==> src/rtl/lpm_pkg.sv <==
package lpm_pkg;

    localparam logic [2:0] MR_SLEEP = 3'd0;
    localparam logic [2:0] MR_STOP0 = 3'd1;
    localparam logic [2:0] MR_STOP1 = 3'd2;
    localparam logic [2:0] MR_STOP2 = 3'd3;
    localparam logic [2:0] MR_STBY  = 3'd4;
    localparam logic [2:0] MR_SHUT  = 3'd5;

    typedef enum logic [2:0] {
        ST_RUN, ST_SLEEP, ST_STOP, ST_WAKE, ST_STBY, ST_SHUT
    } state_t;

    typedef enum logic [1:0] {
        RG_MAIN = 2'd0, RG_LP = 2'd1, RG_LPR = 2'd2, RG_OFF = 2'd3
    } reg_t;

    // wake rule set attached to each low-power state
    typedef enum logic [2:0] {
        TG_SLP_WFI, TG_SLP_WFE, TG_STOP01, TG_STOP2, TG_STBY, TG_SHUT
    } tgt_t;

    typedef struct packed {
        logic irq;
        logic evt;
        logic pin;
        logic pin_rise;
        logic alarm;
        logic wut;
        logic tamper;
        logic nrst;
        logic lpuart;
        logic lptim;
        logic i2c;
    } wake_src_t;

    function automatic tgt_t req_target(logic [2:0] mode, logic by_event);
        case (mode)
            MR_STOP0, MR_STOP1: return TG_STOP01;
            MR_STOP2:           return TG_STOP2;
            MR_STBY:            return TG_STBY;
            MR_SHUT:            return TG_SHUT;
            default:            return by_event ? TG_SLP_WFE : TG_SLP_WFI;
        endcase
    endfunction

    function automatic logic is_light(tgt_t t);
        return (t == TG_SLP_WFI) || (t == TG_SLP_WFE) ||
               (t == TG_STOP01)  || (t == TG_STOP2);
    endfunction

    function automatic logic wake_hit(tgt_t t, wake_src_t s, logic sev);
        case (t)
            TG_SLP_WFI: return s.irq;
            TG_SLP_WFE: return s.evt | (sev & s.irq);
            TG_STOP01:  return s.pin | s.lpuart | s.alarm | s.lptim | s.i2c;
            TG_STOP2:   return s.pin | s.lpuart | s.alarm;
            TG_STBY:    return s.pin_rise | s.alarm | s.wut | s.tamper | s.nrst;
            default:    return s.pin_rise | s.nrst;
        endcase
    endfunction

endpackage

==> src/rtl/lpm_wake_sel.sv <==
module lpm_wake_sel
    import lpm_pkg::*;
(
    input  tgt_t      tgt,
    input  wake_src_t src,
    input  logic      sev,
    output logic      hit
);
    always_comb hit = wake_hit(tgt, src, sev);
endmodule

==> src/rtl/lpm_lat_cnt.sv <==
module lpm_lat_cnt #(
    parameter int W = 8
) (
    input  logic         clk,
    input  logic         rst,
    input  logic         en,
    input  logic         load,
    input  logic [W-1:0] val,
    output logic         done
);
    localparam logic [W-1:0] ONE = {{(W-1){1'b0}}, 1'b1};

    logic [W-1:0] cnt;

    always_ff @(posedge clk) begin
        if (rst)                   cnt <= '0;
        else if (load)             cnt <= val;
        else if (en && cnt != '0)  cnt <= cnt - ONE;
    end

    assign done = (cnt == '0);

    AST_CNT_STEP: assert property (@(posedge clk) disable iff (rst)
        (en && !load && cnt != '0) |=> (cnt == $past(cnt) - ONE));
endmodule

==> src/rtl/lpm_sequencer.sv <==
module lpm_sequencer
    import lpm_pkg::*;
#(
    parameter int LAT_W = 8
) (
    input  logic             clk,
    input  logic             rst,
    input  logic [2:0]       mode_req_i,
    input  logic             wfi_i,
    input  logic             wfe_i,
    input  logic             sleep_on_exit_i,
    input  logic             handler_ret_i,
    input  logic             sev_on_pend_i,
    input  logic             irq_pend_i,
    input  logic             event_i,
    input  logic             wkpin_i,
    input  logic             rtc_alarm_i,
    input  logic             rtc_wut_i,
    input  logic             tamper_i,
    input  logic             nrst_pin_i,
    input  logic             lpuart_i,
    input  logic             lptim_i,
    input  logic             i2c_wake_i,
    input  logic [LAT_W-1:0] lat_stop0_i,
    input  logic [LAT_W-1:0] lat_stop1_i,
    input  logic [LAT_W-1:0] lat_stop2_i,
    input  logic             clk_sel_we_i,
    input  logic             clk_sel_i,
    input  logic             flag_clr_i,
    output logic             cpu_clk_en_o,
    output logic             periph_clk_en_o,
    output logic             hs_clk_int_o,
    output logic [1:0]       reg_mode_o,
    output logic             warm_rst_o,
    output logic             standby_flag_o,
    output logic             bkp_clear_o
);
    state_t     state;
    tgt_t       cur_tgt;
    logic [2:0] stop_var;
    logic       pin_q;
    logic       clk_int;
    logic       sb_flag;
    logic       warm;

    wake_src_t  src;
    tgt_t       rt, ent_tgt;
    logic       strobe, ent_hit, cur_hit, lat_load, lat_done;
    logic [LAT_W-1:0] lat_val;

    always_comb begin
        src.irq      = irq_pend_i;
        src.evt      = event_i;
        src.pin      = wkpin_i;
        src.pin_rise = wkpin_i & ~pin_q;
        src.alarm    = rtc_alarm_i;
        src.wut      = rtc_wut_i;
        src.tamper   = tamper_i;
        src.nrst     = nrst_pin_i;
        src.lpuart   = lpuart_i;
        src.lptim    = lptim_i;
        src.i2c      = i2c_wake_i;
        strobe  = wfi_i | wfe_i;
        rt      = req_target(mode_req_i, wfe_i & ~wfi_i);
        ent_tgt = strobe ? rt : TG_SLP_WFI;
    end

    lpm_wake_sel u_ent (.tgt(ent_tgt), .src(src), .sev(sev_on_pend_i), .hit(ent_hit));
    lpm_wake_sel u_cur (.tgt(cur_tgt), .src(src), .sev(sev_on_pend_i), .hit(cur_hit));

    always_comb begin
        case (stop_var)
            MR_STOP0: lat_val = lat_stop0_i;
            MR_STOP1: lat_val = lat_stop1_i;
            default:  lat_val = lat_stop2_i;
        endcase
        lat_load = (state == ST_STOP) && cur_hit;
    end

    lpm_lat_cnt #(.W(LAT_W)) u_lat (
        .clk(clk), .rst(rst), .en(state == ST_WAKE), .load(lat_load),
        .val(lat_val), .done(lat_done)
    );

    always_ff @(posedge clk) begin
        if (rst) begin
            state    <= ST_RUN;
            cur_tgt  <= TG_SLP_WFI;
            stop_var <= MR_SLEEP;
            pin_q    <= 1'b0;
            clk_int  <= 1'b1;
            sb_flag  <= 1'b0;
            warm     <= 1'b0;
        end else begin
            pin_q <= wkpin_i;
            warm  <= 1'b0;
            if (clk_sel_we_i) clk_int <= clk_sel_i;
            if (flag_clr_i)   sb_flag <= 1'b0;
            case (state)
                ST_RUN: begin
                    if (strobe) begin
                        if (!(is_light(rt) && ent_hit)) begin
                            cur_tgt  <= rt;
                            stop_var <= mode_req_i;
                            case (rt)
                                TG_STOP01, TG_STOP2: state <= ST_STOP;
                                TG_STBY:             state <= ST_STBY;
                                TG_SHUT:             state <= ST_SHUT;
                                default:             state <= ST_SLEEP;
                            endcase
                        end
                    end else if (sleep_on_exit_i && handler_ret_i && !ent_hit) begin
                        cur_tgt <= TG_SLP_WFI;
                        state   <= ST_SLEEP;
                    end
                end
                ST_SLEEP: if (cur_hit) state <= ST_RUN;
                ST_STOP:  if (cur_hit) state <= ST_WAKE;
                ST_WAKE: if (lat_done) begin
                    state   <= ST_RUN;
                    clk_int <= 1'b1;
                end
                ST_STBY: if (cur_hit) begin
                    state   <= ST_RUN;
                    warm    <= 1'b1;
                    sb_flag <= 1'b1;
                    clk_int <= 1'b1;
                end
                default: if (cur_hit) begin
                    state   <= ST_RUN;
                    warm    <= 1'b1;
                    clk_int <= 1'b1;
                end
            endcase
        end
    end

    always_comb begin
        cpu_clk_en_o    = (state == ST_RUN);
        periph_clk_en_o = (state == ST_RUN) || (state == ST_SLEEP);
        hs_clk_int_o    = clk_int;
        warm_rst_o      = warm;
        standby_flag_o  = sb_flag;
        bkp_clear_o     = (state == ST_SHUT);
        case (state)
            ST_STOP: case (stop_var)
                MR_STOP0: reg_mode_o = RG_MAIN;
                MR_STOP1: reg_mode_o = RG_LP;
                default:  reg_mode_o = RG_LPR;
            endcase
            ST_STBY, ST_SHUT: reg_mode_o = RG_OFF;
            default:          reg_mode_o = RG_MAIN;
        endcase
    end

    AST_WAKE_HOLD: assert property (@(posedge clk) disable iff (rst)
        (state == ST_WAKE && !lat_done) |=> (state == ST_WAKE && !cpu_clk_en_o));
    AST_STOP_CLK_INT: assert property (@(posedge clk) disable iff (rst)
        (state == ST_WAKE && lat_done) |=> (hs_clk_int_o && cpu_clk_en_o));
    AST_ENTRY_CANCEL: assert property (@(posedge clk) disable iff (rst)
        (state == ST_RUN && strobe && is_light(rt) && ent_hit) |=> cpu_clk_en_o);
    AST_FLAG_WITH_RST: assert property (@(posedge clk) disable iff (rst)
        $rose(standby_flag_o) |-> warm_rst_o);
    AST_WARM_ONE_CYCLE: assert property (@(posedge clk) disable iff (rst)
        warm_rst_o |=> !warm_rst_o);
    AST_SHUT_HOLD: assert property (@(posedge clk) disable iff (rst)
        (state == ST_SHUT && !cur_hit) |=> bkp_clear_o);
endmodule

==> config.mk <==
export PLATFORM = sky130hd
export DESIGN_NAME = lpm_sequencer
export DESIGN_NICKNAME = d
export VERILOG_FILES = /design/src/rtl/lpm_pkg.sv /design/src/rtl/lpm_wake_sel.sv /design/src/rtl/lpm_lat_cnt.sv /design/src/rtl/lpm_sequencer.sv
export SDC_FILE = /design/constraint.sdc
export NUM_CORES = 1
export LEC_CHECK = 0
export ABC_AREA = 1
export BUFFER_PORTS_ARGS = -buffer_cell sky130_fd_sc_hd__buf_2
export CAP_MARGIN = 40
export CORE_AREA = 2 2 70 55
export CTS_BUF_LIST = sky130_fd_sc_hd__clkbuf_8
export DETAILED_ROUTE_END_ITERATION = 8
export DIE_AREA = 0 0 72 57
export GPL_ROUTABILITY_DRIVEN = 1
export PLACE_DENSITY = 0.85
export SYNTH_ARGS = -nofsm -noshare
export SYNTH_HDL_FRONTEND = slang
export SYNTH_HIERARCHICAL = 1
export SYNTH_SLANG_ARGS = --single-unit
==> constraint.sdc <==
create_clock -name clk -period 3.48 [get_ports clk]
set_input_delay 1.044 -clock clk [delete_from_list [all_inputs] [get_ports clk]]
set_output_delay 1.044 -clock clk [all_outputs]
set_load 0.01 [all_outputs]
Yosys cells after proc, flatten, opt, wreduce, memory -nomap -nowiden
Index checks and enable logic that the tools add are counted.
{"block": "totals", "latchBits": 0, "inputBits": 47, "ramBits": 0, "regBits": 21, "memories": 0, "mem_bits_ro": 0, "wordCells": 112, "out_inout_bits": 8}
{"block": "classes", "add_sub_neg": 1, "div": 0, "shifts": 0, "bitwise": 17, "n_reduce_logical": 27, "multipliers": 0, "n_eq_ne": 30, "n_mux": 29, "magnitude_cmp": 0}
{"cell": "3-bit by 2-bit equality test with 1-bit output (second input constant)", "n": 11}
{"cell": "3-bit 2-to-1 mux", "n": 10}
{"cell": "3-bit equality test (second input constant)", "n": 8}
{"cell": "3-bit by 1-bit equality test with 1-bit output (second input constant)", "n": 6}
{"cell": "3-bit one-hot mux with 3 select lines", "n": 2}
{"cell": "8-bit 2-to-1 mux", "n": 2}
{"cell": "8-bit one-hot mux with 2 select lines", "n": 1}
{"cell": "3-bit zero test", "n": 4}
{"cell": "3-bit one-hot mux with 4 select lines", "n": 1}
{"cell": "1-bit OR", "n": 11}
{"cell": "1-bit one-hot mux with 5 select lines", "n": 2}
{"cell": "8-bit zero test", "n": 1}
{"cell": "1-bit 2-to-1 mux", "n": 8}
{"cell": "2-bit one-hot mux with 2 select lines", "n": 2}
{"cell": "8-bit nonzero test", "n": 1}
{"cell": "8-bit by 1-bit subtractor with 8-bit output (second input constant)", "n": 1}
{"cell": "2-bit inequality test (second input constant)", "n": 3}
{"cell": "3-bit AND reduction", "n": 2}
{"cell": "2-bit OR reduction", "n": 3}
{"cell": "1-bit logical AND", "n": 5}
{"cell": "5-bit AND reduction", "n": 1}
{"cell": "5-bit OR reduction", "n": 1}
{"cell": "1-bit logical OR", "n": 4}
{"cell": "2-bit nonzero test", "n": 2}
{"cell": "other kinds (8)", "n": 12}

Depth between registers and ports, before layout
{"block": "depth", "depth_word": 12, "depth_mapped": 20, "mapped_depth_nobuf": 20}

By module
Netlist, hierarchy kept.
{"module": "lpm_sequencer", "area_each_um2": 970.9, "seq_area_each_um2": 260.2, "cells_each": 154, "instances": 1}
{"module": "lpm_lat_cnt", "area_each_um2": 591.8, "seq_area_each_um2": 160.2, "cells_each": 101, "instances": 1}
{"module": "lpm_wake_sel", "area_each_um2": 92.6, "seq_area_each_um2": 0.0, "cells_each": 23, "instances": 2}

Worst setup path before layout
Ideal clock, no wire load.
{"block": "synth_path", "kind": "in2reg", "start": "in mode_req_i[0]", "end": "reg state[0]", "setup_slack_ps": 569, "t_required_ps": 3366, "setup_time_ps": 114, "n_path_buf": 0, "path_stages": 16, "arrival_ps": 2797, "path_cell_list": "o21ai_0 > ha_1 > nand3_1 > a21oi_1 > o21bai_1 > nand2_1 > nand3_1 > nand2_1 > inv_1 > nand3_1 > nand2_1 > nand3_4 > nand2_2 > nand2_4 > a21oi_1 > nor2_1"}
{"block": "synth_between", "elab_chain_len": 10, "word_cells_on_any_way": 34, "classes_between": "16 x eq/ne; 7 x mux; 11 x reduce/logical"}
{"item": "start, declared", "line_no": "lpm_sequencer.sv:8", "rtl": "input logic [2:0] mode_req_i,"}
{"item": "3-bit by 1-bit equality test with 1-bit output or 3-bit by 2-bit equality test with 1-bit output (tied branches)", "line_no": "lpm_pkg.sv:38", "rtl": "case (mode)"}
{"item": "2-bit OR reduction", "line_no": "lpm_pkg.sv:38"}
{"item": "3-bit one-hot mux with 4 select lines (*)", "line_no": "lpm_pkg.sv:38"}
{"item": "3-bit 2-to-1 mux (*)", "line_no": "lpm_sequencer.sv:65", "rtl": "ent_tgt = strobe ? rt : TG_SLP_WFI;"}
{"item": "net ent_tgt[0]", "line_no": "lpm_sequencer.sv:47", "rtl": "tgt_t rt, ent_tgt;"}
{"item": "3-bit equality test, or another cell as far along", "line_no": "lpm_pkg.sv:53", "rtl": "case (t)"}
{"item": "1-bit one-hot mux with 5 select lines (*)", "line_no": "lpm_pkg.sv:53"}
{"item": "net ent_hit", "line_no": "lpm_sequencer.sv:48", "rtl": "logic strobe, ent_hit, cur_hit, lat_load, lat_done;"}
{"item": "1-bit zero test", "line_no": "lpm_sequencer.sv:112", "rtl": "end else if (sleep_on_exit_i && handler_ret_i && !ent_hit) begin"}
{"item": "1-bit logical AND", "line_no": "lpm_sequencer.sv:112"}
{"item": "3-bit by 1-bit inequality test with 1-bit output (no source line)"}
{"item": "5-bit AND reduction (no source line) (*)"}
{"item": "end signal, assigned", "line_no": "lpm_sequencer.sv:114", "rtl": "state <= ST_SLEEP;"}
{"item": "end signal, assigned", "line_no": "lpm_sequencer.sv:117", "rtl": "ST_SLEEP: if (cur_hit) state <= ST_RUN;"}
{"item": "end signal, assigned", "line_no": "lpm_sequencer.sv:118", "rtl": "ST_STOP: if (cur_hit) state <= ST_WAKE;"}
{"item": "end, declared", "line_no": "lpm_sequencer.sv:38", "rtl": "state_t state;"}
Mark *: on every way through the listed nets, which the timed path passes. The rest lies on a longest branch. The select of a mux whose other input is x is not followed.
A chain may end at the register's enable or synchronous reset.

Worst setup path in the final report
{"block": "layout_path", "start": "in mode_req_i[1]", "end": "reg state[0]"}
Same word-level chain as after synthesis.

==> flow_metrics.tcl <==
set metrics [dict create \
    finalSetupViolCount 0 \
    crit_buf_inv 2 \
    synthArstFlopShare_pct 0 \
    synth_cell_types 29 \
    drt_first_pass_iters 4 \
    syn_nets 352 \
    synth_common_cells "nand2_1, inv_1, nor2_1, nand3_1, dfxtp_1" \
    pwr-share-seq_pct 30.8 \
    multi_input_area_mm2 0.00110 \
    synth_edf_count 0 \
    io_pins 55 \
    grt_max_degree 13 \
    drtIter0Drc 111 \
    yosys-top-cells-area "dfxtp_1, nand2_1, inv_1" \
    die_area_mm2 0.00410 \
    arrival_ns 3.21 \
    cts_buffer_depth 2 \
    synth_warnings 6 \
    crit_path_max_incr_delay_ns 0.34 \
    core_area_mm2 0.00349 \
    min_path_type "flip-flop to flip-flop" \
    ff2ff_path_depth 12 \
    synth_area_per_cell_um2 5.81 \
    cts-resized-gates 0 \
    die_x_um 72 \
    place.port_buffers 54 \
    power.total_mw 1.09 \
    period_share_pct 87.7 \
    clk_pin_slew_worst_paths_ns 0.08 \
    h-tree-depth 1 \
    tritoncts "done" \
    cp-start-kind "primary input" \
    diodes 0 \
    drc 0 \
    p_per_area_mw_per_mm2 513 \
    p_sw_mw 0.500 \
    drive_gt1_share_pct 24.2 \
    yosysSeqAreaShare_pct 24.1 \
    final_core_util_pct 60.9 \
    via_per_inst 4.93 \
    worstMarginPinSlew_ns 0.359 \
    synth_cells 301 \
    synth_flop_cell "dfxtp_1" \
    grt_setup_unrepaired "no" \
    grt_pass1_vias 1756 \
    pwr-share-comb_pct 54.5 \
    crit_chain "buf_2 > o21ai_0 > ha_1 > nand3_1 > a21oi_1 > o21bai_1 > nand2_1 > nand3_1 > nand2_1 > inv_1 > nand3_1 > nand2_1 > nand3_4 > nand2_2 > nand2_4 > a21oi_1 > nor2_1" \
    hpwl_um 3310 \
    initial_core_util_pct 50.0 \
    n_fill_cell 341 \
    fmax_ghz 0.328 \
    drv_cap 0 \
    period_needed_ns 3.05 \
    syn_area_mm2 0.00175 \
    grt_overflow 0 \
    outcome "finished clean" \
    clock_skew_ns 0.00551 \
    p_int_mw 0.592 \
    drtAntennaViolNets 0 \
    area.growth.synth_to_final_pct 21.8 \
    place_congestion 0.864 \
    clk_latency_ns 0.26 \
    postCtsSetupBuffers 0 \
    switching_share_pct 45.8 \
    endpoint_kind "flip-flop" \
    slew_viol_final 0 \
    whs_path_depth 2 \
    grt_pass1_wl_um 7110 \
    cts_buffers 3 \
    root_buffer "clkbuf_8" \
    vias 1981 \
    slowest_stage "a21oi_1" \
    path_max_fanout 6 \
    clock_sinks 21 \
    rows 19 \
    fp.dieH_um 57 \
    seqCellArea_um2 420 \
    ys_ff_latch 21 \
    path_depth 17 \
    cts_hold_buf 0 \
    relSlewSlack_pct 76.1 \
    fin_nets 412 \
    synth_area_leader_cell "dfxtp_1" \
    track_usage_pct 21.3 \
    routed_wl_um 4100 \
    p_leak_nw 1.16 \
    wl_per_cell_um 10.2 \
    yosysMostFrequentCell "nand2_1" \
    crit_type "primary input to flip-flop" \
    hold_viol 0 \
    synth.top_cell.area_share_pct 24.1 \
    setup_tns_ns 0 \
    critical_path_required_ns 3.64 \
    cp_top_family "compound AO/OA/AOI/OAI gates" \
    max-vdd-ir-drop_v 0.000327 \
    antenna_found_initial 0 \
    power_frac_clock_pct 14.8 \
]
[path summary, 6_finish.rpt]
| path | start | to | slack [ns] |
|---|---|---|---|
| min reg2reg | standby_flag_o | standby_flag_o | 0.46 |
| max | mode_req_i[1] | state[0] | 0.43 |
| min | standby_flag_o | standby_flag_o | 0.46 |
| max reg2reg | cur_tgt[0] | u_lat/cnt[7] | 1.73 |
[layout by cell type, fill, tap and decap left out, drive strengths merged]
master  count
a21oi      17
buf        57
clkbuf      3
clkinv      2
dfxtp      21
ha          4
inv        55
mux2i       1
nand2      96
nand3      32
nand3b      1
nand4       2
nor2       40
nor3        3
o211ai      8
o21ai      14
o21bai      3
xnor2       1
[routing by layer]
metal | wire [um] | part of all wire (%) | GRT usage (%)
met4 | 31 | 0.76 | 6.20
met2 | 1700 | 41 | 34.5
met5 | 0 | 0 | 0
met1 | 2100 | 51 | 29.5
met3 | 272 | 6.6 | 3.53
[area by class of cell]
class	count	area share [%]
Multi-Input combinational cell	222	51.8
Sequential cell	21	19.8
Timing Repair Buffer	57	13.8
Inverter	56	10.1
Tap cell	42	2.47
Clock buffer	3	1.94
Clock inverter	1	0.235
[worst min-delay path: cells and delay by family (launching register included)]
family / cells / cell delay (ns)
flops: 1 / 0.31
simple gates: 1 / 0.06
compound gates: 1 / 0.05
[power groups by stage]
| stage | sequential (mW) | combinational (mW) | clock (mW) |
|---|---|---|---|
| floorplan | 0.323 | 0.465 | 0 |
| global placement | 0.337 | 0.573 | 0 |
| detailed placement | 0.340 | 0.592 | 0 |
| CTS | 0.334 | 0.596 | 0.167 |
| global route | 0.342 | 0.682 | 0.176 |
| finish | 0.336 | 0.595 | 0.161 |
[sequential cells by signal, indices dropped and copies added, names as in the netlist]
register,flops
cur_tgt,3
hs_clk_int_o,1
pin_q,1
standby_flag_o,1
state,3
stop_var,3
u_lat/cnt,8
warm_rst_o,1
[cells by family (layout without fill, tap and decap cells)]
family,Yosys count,after routing,share of synthesized area [%]
AOI/OAI and AO/OA,42,42,13.8
xor gates and xnor gates,1,1,0.501
adders and majority gates,4,4,2.86
buffers and inverters,58,117,12.9
DFF,21,21,24.1
muxes,1,1,0.573
and+or+nand+nor,174,174,45.3
[metrics by stage]
step	cells	instance area, um2	hold slack (ns)	setup WS (ns)
after CTS	402	2130	0.471	0.446
after global routing	402	2130	0.510	0.119
after global placement	398	2080	0.453	0.296
final	402	2130	0.462	0.430
after detailed placement	398	2080	0.459	0.164
after floorplan	301	1750	0.447	0.569
(Power assumes the default switching activity.)
